[config.mk]
export PLATFORM = sky130hd
export DESIGN_NAME = dlock_det
export DESIGN_NICKNAME = d
export VERILOG_FILES = /design/src/rtl/dld_pkg.sv /design/src/rtl/dld_err_band.sv /design/src/rtl/dld_run_target.sv /design/src/rtl/dld_core.sv /design/src/rtl/dlock_det.sv
export SDC_FILE = /design/constraint.sdc
export NUM_CORES = 1
export LEC_CHECK = 0
export ABC_AREA = 1
export ABC_CLOCK_PERIOD_IN_PS = 1800
export CAP_MARGIN = 40
export CORE_AREA = 4 4 41 43
export CTS_BUF_LIST = sky130_fd_sc_hd__clkbuf_8
export DETAILED_ROUTE_END_ITERATION = 6
export DIE_AREA = 0 0 45 47
export GPL_TIMING_DRIVEN = 0
export PLACE_DENSITY = 0.65
export SLEW_MARGIN = 20
export SYNTH_ARGS = -nofsm -noshare
export SYNTH_HDL_FRONTEND = slang
export SYNTH_HIERARCHICAL = 1
export SYNTH_SLANG_ARGS = --single-unit
[constraint.sdc]
create_clock -name clk -period 1.8 [get_ports clk]
set_clock_uncertainty 0.05 [all_clocks]
set_input_delay 0.36 -clock clk [delete_from_list [all_inputs] [get_ports clk]]
set_output_delay 0.36 -clock clk [all_outputs]
set_load 0.01 [all_outputs]
[src/rtl/dld_pkg.sv]
package dld_pkg;

    // Classification of one phase-error sample against the two limits.
    typedef enum logic [1:0] {
        BAND_FINE  = 2'd0,   // below the tight limit: counts toward lock
        BAND_MID   = 2'd1,   // between limits: breaks a run, keeps a lock
        BAND_GROSS = 2'd2    // above the loose limit: releases a lock
    } err_band_e;

endpackage

[src/rtl/dld_err_band.sv]
module dld_err_band
    import dld_pkg::*;
#(
    parameter int ERR_W     = 8,
    parameter int FINE_LIM  = 3,
    parameter int GROSS_LIM = 5
) (
    input  logic [ERR_W-1:0] err_i,
    output err_band_e        band_o
);

    localparam logic [ERR_W-1:0] FINE_V  = ERR_W'(FINE_LIM);
    localparam logic [ERR_W-1:0] GROSS_V = ERR_W'(GROSS_LIM);

    always_comb begin
        if (err_i < FINE_V) begin
            band_o = BAND_FINE;
        end else if (err_i > GROSS_V) begin
            band_o = BAND_GROSS;
        end else begin
            band_o = BAND_MID;
        end
    end

endmodule

[src/rtl/dld_run_target.sv]
module dld_run_target #(
    parameter int CNT_W     = 3,
    parameter int SHORT_RUN = 3,
    parameter int LONG_RUN  = 5
) (
    input  logic             long_mode_i,
    output logic [CNT_W-1:0] target_o
);

    localparam logic [CNT_W-1:0] SHORT_V = CNT_W'(SHORT_RUN);
    localparam logic [CNT_W-1:0] LONG_V  = CNT_W'(LONG_RUN);

    assign target_o = long_mode_i ? LONG_V : SHORT_V;

endmodule

[src/rtl/dld_core.sv]
module dld_core
    import dld_pkg::*;
#(
    parameter int CNT_W = 3
) (
    input  logic             clk,
    input  logic             rst,
    input  logic             clear_i,
    input  logic             valid_i,
    input  err_band_e        band_i,
    input  logic [CNT_W-1:0] target_i,
    output logic             locked_o
);

    localparam logic [CNT_W-1:0] RUN_MAX = '1;

    typedef struct packed {
        logic             locked;
        logic [CNT_W-1:0] run;
    } state_t;

    state_t st_d;
    state_t st_q;
    logic [CNT_W-1:0] run_inc_d;

    always_comb begin
        st_d      = st_q;
        run_inc_d = (st_q.run == RUN_MAX) ? st_q.run : st_q.run + 1'b1;

        if (clear_i) begin
            st_d = '0;
        end else if (valid_i) begin
            if (st_q.locked) begin
                // Only a gross error releases; mid and fine errors change nothing.
                if (band_i == BAND_GROSS) begin
                    st_d.locked = 1'b0;
                    st_d.run    = '0;
                end
            end else if (band_i == BAND_FINE) begin
                if (run_inc_d >= target_i) begin
                    st_d.locked = 1'b1;
                    st_d.run    = '0;
                end else begin
                    st_d.run = run_inc_d;
                end
            end else begin
                st_d.run = '0;
            end
        end
    end

    always_ff @(posedge clk) begin
        if (rst) begin
            st_q <= '0;
        end else begin
            st_q <= st_d;
        end
    end

    assign locked_o = st_q.locked;

endmodule

[src/rtl/dlock_det.sv]
module dlock_det
    import dld_pkg::*;
#(
    parameter int ERR_W     = 8,
    parameter int FINE_LIM  = 3,
    parameter int GROSS_LIM = 5,
    parameter int SHORT_RUN = 3,
    parameter int LONG_RUN  = 5
) (
    input  logic             clk,
    input  logic             rst,
    input  logic             cfg_clear_i,
    input  logic             cmp_valid_i,
    input  logic             long_mode_i,
    input  logic [ERR_W-1:0] phase_err_i,
    output logic             locked_o
);

    localparam int MAX_RUN = (LONG_RUN > SHORT_RUN) ? LONG_RUN : SHORT_RUN;
    localparam int CNT_W   = $clog2(MAX_RUN + 1);

    err_band_e        band;
    logic [CNT_W-1:0] target;

    dld_err_band #(
        .ERR_W    (ERR_W),
        .FINE_LIM (FINE_LIM),
        .GROSS_LIM(GROSS_LIM)
    ) u_band (
        .err_i (phase_err_i),
        .band_o(band)
    );

    dld_run_target #(
        .CNT_W    (CNT_W),
        .SHORT_RUN(SHORT_RUN),
        .LONG_RUN (LONG_RUN)
    ) u_target (
        .long_mode_i(long_mode_i),
        .target_o   (target)
    );

    dld_core #(
        .CNT_W(CNT_W)
    ) u_core (
        .clk     (clk),
        .rst     (rst),
        .clear_i (cfg_clear_i),
        .valid_i (cmp_valid_i),
        .band_i  (band),
        .target_i(target),
        .locked_o(locked_o)
    );

endmodule

==> results.toml <==
[detailed_routing]
antenna_left = 0
drt-initial-drc-count = 6
viasPerCell = 4.50
wl_um = 1020
drt_first_pass_iters = 2
wl_per_cell_um = 9.90
drc = 0
num_vias = 464

[cells_and_area]
area.growth.synth_to_final_pct = 66.6
nNetsFinal = 107
fin_cells = 103
drive_gt1_share_pct = 37.5
fillers = 126
diodes = 0

[die]
core_area_um2 = 1300
die_h_um = 47
placementRows = 13
ios = 14
die_area_um2 = 2120
initial_utilization_pct = 32.2
fp.dieW_um = 45

[sta]
report.final.setup_viol = 0
min_period_over_period_pct = 97.8
rsz0062_at_grt = "yes"
max_freq_mhz = 568
drv_slew = 0
hold_violations = 0
min_period_ns = 1.76

[setup_path]
critPathKind = "reg -> reg"
path_common_cell = "nand2_1"
cp-end-kind = "flip-flop"
critPathArrivalTime_ns = 1.85
max_stage_delay_ns = 0.32
critPathBufInv = 3
worstPathCellList = "ha_4, inv_2, nand2_2, o21ai_2, inv_1, ha_1, nand2_1, inv_1, nand2_1, nand2_2, nor2_4, nand2_1, a21oi_2"
crit_required_ns = 1.89
critPathTopFamily = "adder cells"
path_max_fanout = 4
cp-start-kind = "flip-flop"
crit_slowest_cell = "dfxtp_2"

[job]
max-cap-violations = 0

[yosys]
syn_area_per_cell_um2 = 6.16
ys_ff_latch = 4
synthDominantCellAreaShare_pct = 19.1
ys_top_cells_by_area = "dfxtp_1 19%, nand2_1 17%, ha_1 12%, inv_1 11%, nor2_1 6.3%"
netlist_area_um2 = 419
async_flop_share_pct = 0
ys_warn_count = 6
syn_nets = 85
synthCells = 68
ys_seq_area_share_pct = 19.1
yosysMostFrequentCell = "nand2_1"
yosys.area.top_type = "dfxtp_1"
post_synth_most_frequent_cells = "19 x nand2_1, 12 x inv_1, 7 x nor2_1"
ys_types = 18
synth_edf_count = 0
ys.flop_type = "dfxtp_1"

[clocking]
cts_buffer_depth = 2
postCtsHoldBufs = 0
cts_buffers = 3
h-tree-depth = 1
insertion_delay_ns = 0.21
root_buffer = "clkbuf_8"
path_clk_slew_ns = 0.03
clkSinkCount = 4
cts_tree = "yes"

[global_routing]
grt_max_degree = 6
met2_usage_pct = 17.8
met3_usage_pct = 1.92
antenna_found_initial = 0
gr-total-overflow = 0
track_usage_pct = 9.55
grt_pass1_wl_um = 1500
grt_pass1_vias = 409
busiest_layer = "met2"
use_met1_pct = 9.75

[status]
status = "complete, no violations"

[place]
dpl.hpwl_um = 664
gp_congestion = 0.751
dp_cells = 96
portBuffers = 13

[pwr]
finalPower_w = 0.000340
irDropWorstVdd_v = 0.000411
p_leak_nw = 0.356
pwr_density_cell_nw_per_um2 = 488

[worst_hold_path]
worstHoldPathType = "reg -> reg"
## layout make-up
| cell class | count | area (um2) | area share (%) |
|---|---|---|---|
| well taps | 15 | 18.8 | 2.69 |
| multi-input cells | 49 | 332 | 47.5 |
| plain buffers | 2 | 15.0 | 2.15 |
| repair buffers | 17 | 160 | 22.9 |
| inverters | 13 | 48.8 | 6.99 |
| clock buffers | 3 | 41.3 | 5.91 |
| flip-flops and latches | 4 | 82.6 | 11.8 |
## timing repair
action,in CTS,in global routing
buffers inserted,1,3
pin swaps,2,5
gates resized for setup,6,9
hold endpoints to repair,0,0
endpoints found under the setup margin,2,4
cloned,0,0
## power breakdown
group | switching [W] | total [W] | internal [W]
sequential | 0.000000742 | 0.0000906 | 0.0000899
combinational | 0.0000251 | 0.0000654 | 0.0000403
clock | 0.0000422 | 0.000184 | 0.000142
## state kept, by name (all words and copies together), names as in the netlist
signal           count
u_core/st_q          3
u_core/locked_o      1
## cell families (layout without fill, tap and decap cells)
kind of cell	Yosys count	in the layout	share of synthesized area, %
and+or+nand+nor	37	37	43.9
buffers and inverters	15	35	15.2
AOI/OAI and AO/OA	7	7	8.95
adders and majority gates	4	4	11.9
DFF	4	4	19.1
other	1	1	0.895
## layout by cell type, fill, tap and decap left out
master | synthesis | routed
inv_2 | 1 | 2
nor2_4 | 1 | 1
nand2_1 | 19 | 16
nand2_2 | 4 | 6
nand2_4 | 1 | 2
a21oi_2 | 0 | 4
or2_4 | 1 | 1
o21bai_1 | 1 | 1
nor2_2 | 2 | 2
ha_4 | 0 | 2
clkbuf_8 | 0 | 3
nand3b_1 | 1 | 1
clkdlybuf4s50_1 | 0 | 13
dfxtp_1 | 4 | 2
o21ai_2 | 0 | 1
a21oi_1 | 5 | 1
nor3_2 | 1 | 1
inv_1 | 12 | 11
dfxtp_2 | 0 | 2
nor2_1 | 7 | 7
conb_1 | 1 | 1
buf_4 | 2 | 6
ha_1 | 4 | 2
## per-stage QoR
stage	hold slack, ns	setup TNS (ns)	util, %	setup WS [ns]	instance area, um2
global route	0.537	-0.191	53.7	-0.0712	698
finish	0.516	0	53.7	0.0401	698
detailed placement	0.432	-0.499	43.7	-0.155	568
CTS	0.428	0	48.6	0.00665	632
global placement	0.424	-0.437	43.7	-0.134	568
floorplan	0.406	0	-	0.156	419
## final timing paths
path                                     from                     endpoint  slack, ns  depth (start not counted)
setup / recovery  u_core/st_q[0]$_SDFFE_PP0P_  u_core/st_q[2]$_SDFFE_PP0P_       0.04                         13
hold / removal    u_core/st_q[2]$_SDFFE_PP0P_  u_core/st_q[2]$_SDFFE_PP0P_       0.52                          2
setup reg to reg  u_core/st_q[0]$_SDFFE_PP0P_  u_core/st_q[2]$_SDFFE_PP0P_       0.04                         13
hold reg to reg   u_core/st_q[2]$_SDFFE_PP0P_  u_core/st_q[2]$_SDFFE_PP0P_       0.52                          2
## per-layer routing
metal	wire length, um	vias to the layer above
li1	-	243
met1	410	215
met2	581	6
met3	28	0
met4	0	0
met5	0	-
## worst reg2reg max path: cells and delay by family (launching register included)
kind	cells	cell delay (ns)
adder cells (fa/ha/maj)	2	0.52
flip-flops	1	0.32
AO/OA/AOI/OAI	2	0.21
AND/OR/NAND/NOR	6	0.45
buffers and inverters	3	0.15
No activity file was read; power rests on OpenSTA's default activity.
